**config.mk**
```make
export PLATFORM = sky130hd
export DESIGN_NAME = expr_stack_spill
export DESIGN_NICKNAME = d
export VERILOG_FILES = /design/src/rtl/expr_stack_pkg.sv /design/src/rtl/stack_alu.sv /design/src/rtl/stack_regfile.sv /design/src/rtl/stack_ctrl.sv /design/src/rtl/expr_stack_spill.sv
export SDC_FILE = /design/constraint.sdc
export NUM_CORES = 1
export LEC_CHECK = 0
export ABC_CLOCK_PERIOD_IN_PS = 38500
export BUFFER_PORTS_ARGS = -buffer_cell sky130_fd_sc_hd__buf_2
export CORE_ASPECT_RATIO = 1.2
export CORE_MARGIN = 5
export CORE_UTILIZATION = 64
export DETAILED_ROUTE_END_ITERATION = 10
export HOLD_SLACK_MARGIN = 0.02
export PLACE_DENSITY = 0.84
export SYNTH_ARGS = -nofsm -noshare
export SYNTH_HDL_FRONTEND = slang
export SYNTH_SLANG_ARGS = --single-unit
```
**constraint.sdc**
```tcl
create_clock -name clk -period 38.5 [get_ports clk]
set_clock_uncertainty 0.05 [all_clocks]
set_input_delay 0 -clock clk [delete_from_list [all_inputs] [get_ports clk]]
set_output_delay 0 -clock clk [all_outputs]
set_load 0.01 [all_outputs]
```
**src/rtl/expr_stack_pkg.sv**
```systemverilog
package expr_stack_pkg;

    typedef enum logic [2:0] {
        OP_PUSH = 3'd0,
        OP_POP  = 3'd1,
        OP_ADD  = 3'd2,
        OP_SUB  = 3'd3,
        OP_MUL  = 3'd4,
        OP_DIV  = 3'd5
    } stk_op_e;

    typedef enum logic [1:0] {
        ST_IDLE  = 2'd0,
        ST_SPILL = 2'd1,
        ST_FILL  = 2'd2
    } stk_state_e;

    // Register-file action chosen by the controller for the coming edge
    typedef enum logic [2:0] {
        RF_HOLD  = 3'd0,
        RF_PUSH  = 3'd1,
        RF_POP   = 3'd2,
        RF_BINOP = 3'd3,
        RF_FILL  = 3'd4
    } rf_act_e;

endpackage

```
**src/rtl/stack_alu.sv**
```systemverilog
module stack_alu #(
    parameter int DATA_W = 16
) (
    input  logic [2:0]        op,
    input  logic [DATA_W-1:0] lhs,
    input  logic [DATA_W-1:0] rhs,
    output logic [DATA_W-1:0] result,
    output logic              div_zero
);
    import expr_stack_pkg::*;

    assign div_zero = (rhs == '0);

    always_comb begin
        unique case (op)
            OP_ADD:  result = lhs + rhs;
            OP_SUB:  result = lhs - rhs;
            OP_MUL:  result = lhs * rhs;
            OP_DIV:  result = div_zero ? '1 : lhs / rhs;
            default: result = '0;
        endcase
    end

endmodule

```
**src/rtl/stack_regfile.sv**
```systemverilog
module stack_regfile #(
    parameter int DATA_W    = 16,
    parameter int REG_SLOTS = 2
) (
    input  logic                     clk,
    input  logic                     rst_n,
    input  expr_stack_pkg::rf_act_e  act,
    input  logic [DATA_W-1:0]        push_data,
    input  logic [DATA_W-1:0]        op_result,
    input  logic [DATA_W-1:0]        fill_data,
    output logic [DATA_W-1:0]        top_q,
    output logic [DATA_W-1:0]        second_q,
    output logic [DATA_W-1:0]        deep_q
);
    import expr_stack_pkg::*;

    // Slot 0 is the top of stack; slot REG_SLOTS-1 is the deepest register
    logic [DATA_W-1:0] slot_q  [REG_SLOTS];
    logic [DATA_W-1:0] shallower [REG_SLOTS];
    logic [DATA_W-1:0] deeper    [REG_SLOTS];

    for (genvar i = 0; i < REG_SLOTS; i++) begin : g_slot
        if (i == 0) begin : g_first
            assign shallower[i] = push_data;
        end else begin : g_inner
            assign shallower[i] = slot_q[i-1];
        end

        if (i == REG_SLOTS - 1) begin : g_last
            assign deeper[i] = '0;
        end else begin : g_mid
            assign deeper[i] = slot_q[i+1];
        end

        always_ff @(posedge clk) begin
            if (!rst_n) begin
                slot_q[i] <= '0;
            end else begin
                unique case (act)
                    RF_PUSH:  slot_q[i] <= shallower[i];
                    RF_POP:   slot_q[i] <= deeper[i];
                    RF_BINOP: slot_q[i] <= (i == 0) ? op_result : deeper[i];
                    RF_FILL:  if (i == REG_SLOTS - 1) slot_q[i] <= fill_data;
                    default:  ;
                endcase
            end
        end
    end

    assign top_q    = slot_q[0];
    assign second_q = slot_q[1];
    assign deep_q   = slot_q[REG_SLOTS-1];

endmodule

```
**src/rtl/stack_ctrl.sv**
```systemverilog
module stack_ctrl #(
    parameter int DATA_W    = 16,
    parameter int REG_SLOTS = 2,
    parameter int MEM_SLOTS = 64,
    parameter int CNT_W     = 16,
    localparam int AW  = $clog2(MEM_SLOTS),
    localparam int MCW = $clog2(MEM_SLOTS + 1),
    localparam int RCW = $clog2(REG_SLOTS + 1)
) (
    input  logic                    clk,
    input  logic                    rst_n,
    input  logic                    cmd_valid,
    input  logic [2:0]              cmd_op,
    input  logic [DATA_W-1:0]       deep_entry,
    input  logic                    div_zero,
    input  logic                    mem_ack,
    output logic                    cmd_ready,
    output expr_stack_pkg::rf_act_e rf_act,
    output logic                    mem_req,
    output logic                    mem_we,
    output logic [AW-1:0]           mem_addr,
    output logic [DATA_W-1:0]       mem_wdata,
    output logic                    tos_valid,
    output logic [CNT_W-1:0]        spill_count,
    output logic [CNT_W-1:0]        fill_count,
    output logic                    err_underflow,
    output logic                    err_overflow,
    output logic                    err_div0
);
    import expr_stack_pkg::*;

    stk_state_e        state_q, state_d;
    logic [RCW-1:0]    reg_cnt;
    logic [MCW-1:0]    mem_cnt;
    logic [DATA_W-1:0] spill_q;

    logic accept, is_push, is_pop, is_bin;
    logic regs_full, mem_full, mem_some;
    logic under, over;
    logic do_push, do_pop, do_bin;
    logic need_spill, need_fill;

    // Command decode
    assign accept    = cmd_valid && (state_q == ST_IDLE);
    assign is_push   = (cmd_op == OP_PUSH);
    assign is_pop    = (cmd_op == OP_POP);
    assign is_bin    = (cmd_op >= OP_ADD) && (cmd_op <= OP_DIV);
    assign regs_full = (reg_cnt == RCW'(REG_SLOTS));
    assign mem_full  = (mem_cnt == MCW'(MEM_SLOTS));
    assign mem_some  = (mem_cnt != '0);

    // Memory is occupied only when every register is, so the register
    // count alone decides whether one or two entries exist.
    assign under = accept && ((is_pop && reg_cnt == '0) ||
                              (is_bin && reg_cnt < RCW'(2)));
    assign over  = accept && is_push && regs_full && mem_full;

    assign do_push    = accept && is_push && !over;
    assign do_pop     = accept && is_pop  && !under;
    assign do_bin     = accept && is_bin  && !under;
    assign need_spill = do_push && regs_full;
    assign need_fill  = (do_pop || do_bin) && mem_some;

    // State register
    always_ff @(posedge clk) begin
        if (!rst_n) state_q <= ST_IDLE;
        else        state_q <= state_d;
    end

    // Next state and outputs
    always_comb begin
        state_d   = state_q;
        rf_act    = RF_HOLD;
        cmd_ready = 1'b0;
        mem_req   = 1'b0;
        mem_we    = 1'b0;
        unique case (state_q)
            ST_IDLE: begin
                cmd_ready = 1'b1;
                if (do_push)     rf_act = RF_PUSH;
                else if (do_pop) rf_act = RF_POP;
                else if (do_bin) rf_act = RF_BINOP;
                if (need_spill)     state_d = ST_SPILL;
                else if (need_fill) state_d = ST_FILL;
            end
            ST_SPILL: begin
                mem_req = 1'b1;
                mem_we  = 1'b1;
                if (mem_ack) state_d = ST_IDLE;
            end
            ST_FILL: begin
                mem_req = 1'b1;
                if (mem_ack) begin
                    rf_act  = RF_FILL;
                    state_d = ST_IDLE;
                end
            end
            default: state_d = ST_IDLE;
        endcase
    end

    assign mem_addr  = (state_q == ST_FILL) ? mem_cnt[AW-1:0] - AW'(1)
                                            : mem_cnt[AW-1:0];
    assign mem_wdata = spill_q;
    assign tos_valid = (reg_cnt != '0);

    // Occupancy, spill holding register, counters and error flags
    always_ff @(posedge clk) begin
        if (!rst_n) begin
            reg_cnt       <= '0;
            mem_cnt       <= '0;
            spill_q       <= '0;
            spill_count   <= '0;
            fill_count    <= '0;
            err_underflow <= 1'b0;
            err_overflow  <= 1'b0;
            err_div0      <= 1'b0;
        end else begin
            err_underflow <= under;
            err_overflow  <= over;
            if (do_bin && cmd_op == OP_DIV && div_zero) err_div0 <= 1'b1;

            if (need_spill) spill_q <= deep_entry;

            if (rf_act == RF_PUSH && !regs_full)                reg_cnt <= reg_cnt + RCW'(1);
            else if (rf_act == RF_POP || rf_act == RF_BINOP)    reg_cnt <= reg_cnt - RCW'(1);
            else if (rf_act == RF_FILL)                         reg_cnt <= reg_cnt + RCW'(1);

            if (state_q == ST_SPILL && mem_ack) begin
                mem_cnt     <= mem_cnt + MCW'(1);
                spill_count <= spill_count + CNT_W'(1);
            end else if (state_q == ST_FILL && mem_ack) begin
                mem_cnt     <= mem_cnt - MCW'(1);
                fill_count  <= fill_count + CNT_W'(1);
            end
        end
    end

endmodule

```
**src/rtl/expr_stack_spill.sv**
```systemverilog
module expr_stack_spill #(
    parameter int DATA_W    = 16,
    parameter int REG_SLOTS = 2,
    parameter int MEM_SLOTS = 64,
    parameter int CNT_W     = 16
) (
    input  logic                         clk,
    input  logic                         rst_n,
    input  logic                         cmd_valid,
    output logic                         cmd_ready,
    input  logic [2:0]                   cmd_op,
    input  logic [DATA_W-1:0]            cmd_data,
    output logic                         mem_req,
    output logic                         mem_we,
    output logic [$clog2(MEM_SLOTS)-1:0] mem_addr,
    output logic [DATA_W-1:0]            mem_wdata,
    input  logic                         mem_ack,
    input  logic [DATA_W-1:0]            mem_rdata,
    output logic [DATA_W-1:0]            tos_data,
    output logic                         tos_valid,
    output logic [CNT_W-1:0]             spill_count,
    output logic [CNT_W-1:0]             fill_count,
    output logic                         err_underflow,
    output logic                         err_overflow,
    output logic                         err_div0
);
    import expr_stack_pkg::*;

    rf_act_e           rf_act;
    logic [DATA_W-1:0] top_q, second_q, deep_q, alu_res;
    logic              div_zero;

    stack_ctrl #(
        .DATA_W(DATA_W), .REG_SLOTS(REG_SLOTS),
        .MEM_SLOTS(MEM_SLOTS), .CNT_W(CNT_W)
    ) u_ctrl (
        .clk(clk), .rst_n(rst_n),
        .cmd_valid(cmd_valid), .cmd_op(cmd_op),
        .deep_entry(deep_q), .div_zero(div_zero), .mem_ack(mem_ack),
        .cmd_ready(cmd_ready), .rf_act(rf_act),
        .mem_req(mem_req), .mem_we(mem_we), .mem_addr(mem_addr),
        .mem_wdata(mem_wdata), .tos_valid(tos_valid),
        .spill_count(spill_count), .fill_count(fill_count),
        .err_underflow(err_underflow), .err_overflow(err_overflow),
        .err_div0(err_div0)
    );

    stack_regfile #(
        .DATA_W(DATA_W), .REG_SLOTS(REG_SLOTS)
    ) u_regs (
        .clk(clk), .rst_n(rst_n), .act(rf_act),
        .push_data(cmd_data), .op_result(alu_res), .fill_data(mem_rdata),
        .top_q(top_q), .second_q(second_q), .deep_q(deep_q)
    );

    stack_alu #(
        .DATA_W(DATA_W)
    ) u_alu (
        .op(cmd_op), .lhs(second_q), .rhs(top_q),
        .result(alu_res), .div_zero(div_zero)
    );

    assign tos_data = tos_valid ? top_q : '0;

endmodule

```
## Yosys cells after proc, flatten, opt, wreduce, memory -nomap -nowiden

Memories as Yosys holds them, arrays and structs flattened.
Cells that the tools add are included.

| word-level totals | value |
|---|---|
| flip-flop bits (word level) | 62 |
| output and inout bits | 77 |
| memories | 1 |
| RAM bits | 32 |
| logic and storage cells | 125 |
| input bits | 39 |

| operators by class | value |
|---|---|
| divide/modulo/power cells | 1 |
| add/sub/neg operators | 9 |
| reductions and logical operators | 37 |
| multiplexer cells | 41 |
| equal/unequal tests | 15 |
| multiply operators | 1 |
| bitwise logic cells | 8 |
| order comparisons | 3 |

Memory list:

| name | depth | width | read ports | clocked after Yosys merged registers in | wr ports | RTL line | RTL |
|---|---|---|---|---|---|---|---|
| u_regs.slot_q | 2 | 16 | 2 | 0 | 2 | stack_regfile.sv:18 | `logic [DATA_W-1:0] slot_q [REG_SLOTS];` |

Operator list:

| cell | number |
|---|---|
| 16-bit two-way mux | 9 |
| 16-bit case mux with 4 select lines | 1 |
| 16-bit by 1-bit adder with 16-bit output, second input constant | 2 |
| 1-bit logical AND | 20 |
| 16-bit adder | 1 |
| 16-bit by 16-bit divider with 16-bit output | 1 |
| 16-bit logical NOT | 1 |
| 16-bit by 16-bit multiplier with 16-bit output | 1 |
| 1-bit two-way mux | 16 |
| 16-bit subtractor | 1 |
| 2-bit two-way mux | 7 |
| 7-bit two-way mux | 2 |
| 3-bit by 2-bit == test with 1-bit output, second input constant | 4 |
| 3-bit == test, second input constant | 3 |
| 3-bit two-way mux | 3 |
| 7-bit by 1-bit adder with 7-bit output, second input constant | 1 |
| 7-bit == test, second input constant | 1 |
| 1-bit bitwise OR | 7 |
| 7-bit nonzero test | 1 |
| 7-bit by 1-bit subtractor with 7-bit output, second input constant | 1 |
| 3-bit by 1-bit == test with 1-bit output, second input constant | 2 |
| 6-bit two-way mux | 1 |
| 3-bit case mux with 2 select lines | 1 |
| 6-bit by 1-bit subtractor with 6-bit output, second input constant | 1 |
| 19 further kinds | 27 |

## Longest topological paths before layout

| logic depth | value |
|---|---|
| depth in word-level cells | 19 |
| mapped depth | 134 |
| mapped depth without buffers | 126 |

## Modules after synthesis

Synthesis repeated with hierarchy kept, for this count alone.

| unflattened totals | value |
|---|---|
| cells, all modules | 2163 |
| area total of the unflattened synthesis | 17118.9 um^2 |

By module, submodules not included:

| module | area each (um^2) | cells each | times used | seq. area each (um^2) |
|---|---|---|---|---|
| stack_alu | 12155.4 | 1654 | 1 | 0.0 |
| stack_ctrl | 3039.2 | 341 | 1 | 1241.2 |
| stack_regfile | 1798.0 | 151 | 1 | 960.9 |
| expr_stack_spill | 126.4 | 17 | 1 | 0.0 |

## Worst setup path before layout

No wires, ideal clock.

| timing path | value |
|---|---|
| path type | register -> register |
| from | mem u_regs.slot_q[0][0] |
| to | mem u_regs.slot_q[0][0] (data pin) |
| period minus slack after synthesis | 27125 ps |
| buffers on the path | 8 |
| path slack | 11375 ps |
| arrival | 26819 ps |
| library setup time | 257 ps |
| required time | 38193 ps |
| stages on the path, launching flop included | 121 |
| cell sequence | edfxtp_1 -> clkbuf_1 -> inv_1 -> ha_1 -> o21ba_2 -> nand3_1 -> nand2_1 -> o21ai_0 -> ha_1 -> or4b_2 -> o311ai_0 -> a211oi_1 -> ha_1 -> a21oi_1 -> nand2_1 -> and2_1 -> a22oi_1 -> inv_1 -> [... 85 more ...] -> and4_1 -> o31a_1 -> o21ai_0 -> a21oi_1 -> clkbuf_1 -> clkbuf_1 -> nor2_1 -> a21oi_1 -> ha_1 -> a21o_1 -> a21o_1 -> a21oi_1 -> nor2b_1 -> o21ai_0 -> a21oi_1 -> o21ai_0 -> nand3_1 -> a32o_1 |

RTL lines:

| item | RTL line |
|---|---|
| start, declared | stack_regfile.sv:18 |

==> summary.md <==
| Metric | Value |
|---|---|
| Width of the die | `157 µm` |
| Sum Neg Setup Slack | `0 ps` |
| Initial antenna violation count | `1` |
| Row cnt | `64` |
| Vias/cell | `between 6 and 7` |
| Vias in the first global route | `16,800` |
| Port bufs | `115` |
| Register area share after synthesis | `13.2%` |
| Netlist cell types | `98` |
| Dpl hpwl | `41,900 µm` |
| Final-report setup violation count | `0` |
| Depth of the CTS H-tree | `3` |
| Highest achievable clock rate | `roughly 0.031 GHz` |
| Starting density of the core | `between 60% and 70%` |
| Number of placed instances with taps included | `2,511` |
| DR WL/cell | `21.8 µm` |
| Max-Cap Viols | `0` |
| EDFF count, synth | `32` |
| Die area | `29,400 µm²` |
| Largest stage delay on the critical path | `890 ps` |
| Number of nets in the layout | `2,565` |
| Aggregate global routing overflow | `0` |
| Final standard cell count with taps included and fillers excluded | `2,559` |
| Synthesized netlist cell count | `between 2,000 and 2,500` |
| Hold path cells | `3` |
| Max-slew violation count | `0` |
| Share of layout cells above drive strength 1 | `10.1%` |
| Relative slew slack | `between 10% and 20%` |
| Filler Cell Count | `around 2,100` |
| Cell occurring most often along the worst timing path | `sky130_fd_sc_hd__ha_1` |
| Overall routed net length | `55,800 µm` |
| Count of warnings emitted by yosys | `0` |
| Net count of the mapped netlist | `2,472` |
| Most used flip-flop cell after synthesis | `sky130_fd_sc_hd__dfxtp_1` |
| CTS tree | `built` |
| Vias | `16,900` |
| Cells on worst reg2reg path | `111` |
| Status | `finished, final reports clean` |
| Unrepaired setup endpoints after global routing | `no` |
| Diodes inserted | `0` |
| Worst r2r dst | `u_regs.slot_q[0][0]` |
| Highest fanout seen on the critical path | `25` |
| Combined area of all synthesized cells | `16,600 µm²` |
| Endpoint class of the critical path | `flip-flop` |
| Hold Crit Class | `primary input to flip-flop` |
| Maximum number of pins on one net before global-route repair | `68` |
| Start point of the worst hold path | `cmd_data[15]` |
| Area taken by multi-input logic gates | `~13,000 µm²` |
| Later-pin clock latency in the skew report | `between 300 and 400 ps` |
| Highest-delay cell along the critical path | `sky130_fd_sc_hd__a2bb2oi_2` |
| Startpoint of the worst register-to-register path | `u_regs.slot_q[0][10]` |
| Worst-Margin Slew | `between 1000 and 1500 ps` |
| Area taken by flip-flops and latches | `2200 µm²` |
| Synthesis-to-layout area growth | `8.42%` |
| Number of buffers on the longest clock path | `2` |
| Core area | `roughly 26,000 µm²` |
| Final count of hold timing violations | `0` |
| Synth Register Bits | `94` |
| Initial DRC Count | `1,792` |
| Wire length of the first global-routing pass | `between 80,000 and 90,000 µm` |
| DRT antenna net count | `0` |
| Initial DRT Pass Iterations | `6` |
| Reg2reg setup slack | `5770 ps` |
| Number of remaining DRC errors | `0` |
| Arrival time of data at the critical path endpoint | `32,800 ps` |
| GRT Resource Usage Total | `36.9%` |
| Endpoint of the worst hold-timing path | `u_regs.slot_q[0][15]` |
| Total I/O pin count | `roughly 120` |
| Syn_area_per_cell | `7.81 µm²` |
| Commonest non-fill, non-tap cells in the layout | `242 x sky130_fd_sc_hd__nand2_1, 220 x sky130_fd_sc_hd__ha_1, 180 x sky130_fd_sc_hd__nor2_1, 169 x sky130_fd_sc_hd__inv_1, 118 x sky130_fd_sc_hd__xnor2_1` |
| Number of CTS-inserted buffers | `9` |
| Startpoint kind of the worst setup timing path | `flip-flop` |
| Height of the die | `around 190 µm` |
| Classification of the worst setup path | `flip-flop to flip-flop` |
| Ratio of final minimum period to clock period | `approximately 85%` |
| Clock input transition at the sequential cells of the worst setup and hold paths | `70 ps` |
| Required time of the critical path | `around 39,000 ps` |
| Root cell of the clock tree | `sky130_fd_sc_hd__clkbuf_16` |
| Routability cong. | `1.06` |
| Number of clock sinks seen by CTS | `94` |
| Async set or reset register ratio after synthesis | `0%` |
| Final critical path time including I/O delays and setup | `32,730 ps` |
| Most frequent standard cell in the layout excluding fill and tap cells | `sky130_fd_sc_hd__nand2_1` |
-- what timing repair did --
action | CTS | global route
buffers inserted | 0 | 0
gates resized for setup | 0 | 0
hold buffers | 32 | 0
endpoints found under the hold margin | 32 | 0
-- critical path: cells and delay by family (launching register included) --
kind                     cells  cell delay (ps)
AO/OA/AOI/OAI               62            18700
multiplexers                 2              840
buffers and inverters        4              480
AND/OR/NAND/NOR             28             6890
adder cells (fa/ha/maj)     15             4820
flip-flops                   1              680
-- per-layer routing --
layer	up-vias	GRT usage (%)	share of wire (%)
li1	7701	-	-
met1	7870	45.3	37
met2	1027	59.5	45
met3	311	6.05	10
met4	2	23.8	8.0
met5	-	0	0.025
-- cells in the mapped netlist (all sizes together), types with 6 or more instances --
master  count  area (µm²)
a211o       6        52.6
xnor2     118        1030
a21boi     42         319
o21ai     106         531
o211ai     24         190
inv       170         638
and3       19         119
dfxtp      62        1240
mux2i       8        80.1
a31oi      20         140
a22o       19         166
or2        12        75.1
nor2b      19         119
nor4       17         138
edfxtp     32         961
a221o       7        70.1
ha        220        2750
o31ai       7        57.6
or3        28         180
clkbuf     75         282
nor2      180         676
fa         82        1640
a221oi      8        70.1
a21o       45         338
a41oi       8        70.1
mux2       23         274
buf        16        96.3
a21oi     117         589
nand3      36         180
and2       66         413
o21a       39         293
nand2     242         908
nand2b     20         135
a211oi     18         140
xor2       45         394
nor3       69         372
nand4      13        81.3
-- cells by family after synthesis --
logic type	synth area share, %
buffers and inverters	6.17
multiplexers	2.13
adder cells (fa/ha/maj)	26.4
AND/OR/NAND/NOR	21.5
flip-flops	13.2
XOR/XNOR	8.58
AO/OA/AOI/OAI	22.0
-- sequential cells by signal (all words and copies together) (netlist names) --
name	flops
u_ctrl.spill_count	16
u_ctrl.mem_wdata	16
u_ctrl.fill_count	16
u_ctrl.state_q	2
u_ctrl.mem_cnt	7
u_ctrl.err_div0	1
u_regs.slot_q	32
u_ctrl.err_overflow	1
u_ctrl.reg_cnt	2
u_ctrl.err_underflow	1
-- metrics by stage --
stage / hold WS, ps / util [%] / worst slack [ps] / area [µm²]
final: 22.5 / 70.7 / 5770 / 18100
after global routing: 29.1 / 70.7 / 3450 / 18100
after CTS: 20.4 / 70.6 / 6030 / 18000
after detailed placement: 240 / 68.3 / 6160 / 17500
after global placement: 239 / 68.3 / 7270 / 17500
after floorplan: 124 / - / 11370 / 16600
-- worst max-delay path by stage --
stage | cells after the start | start | endpoint
floorplan | 120 | u_regs.slot_q[0][0] | u_regs.slot_q[0][0]
global placement | 110 | u_regs.slot_q[0][10] | u_regs.slot_q[0][0]
detailed placement | 107 | u_regs.slot_q[0][10] | u_regs.slot_q[0][0]
CTS | 108 | u_regs.slot_q[0][10] | u_regs.slot_q[0][0]
global route | 110 | u_regs.slot_q[0][10] | u_regs.slot_q[0][0]
finish | 111 | u_regs.slot_q[0][10] | u_regs.slot_q[0][0]
-- final cells by class --
class / instances / share of cell area (%)
multi-input combinational: 1773 / 74.4
sequential: 94 / 12.2
clock buffer: 12 / 1.31
tap: 330 / 2.29
clock inverter: 4 / 0.173
inverter: 173 / 3.60
timing repair buffer: 173 / 6.04
Power is left out: the tool's default activity adds up to more than one toggle a clock period on the data nets, which glitch-free logic cannot reach.
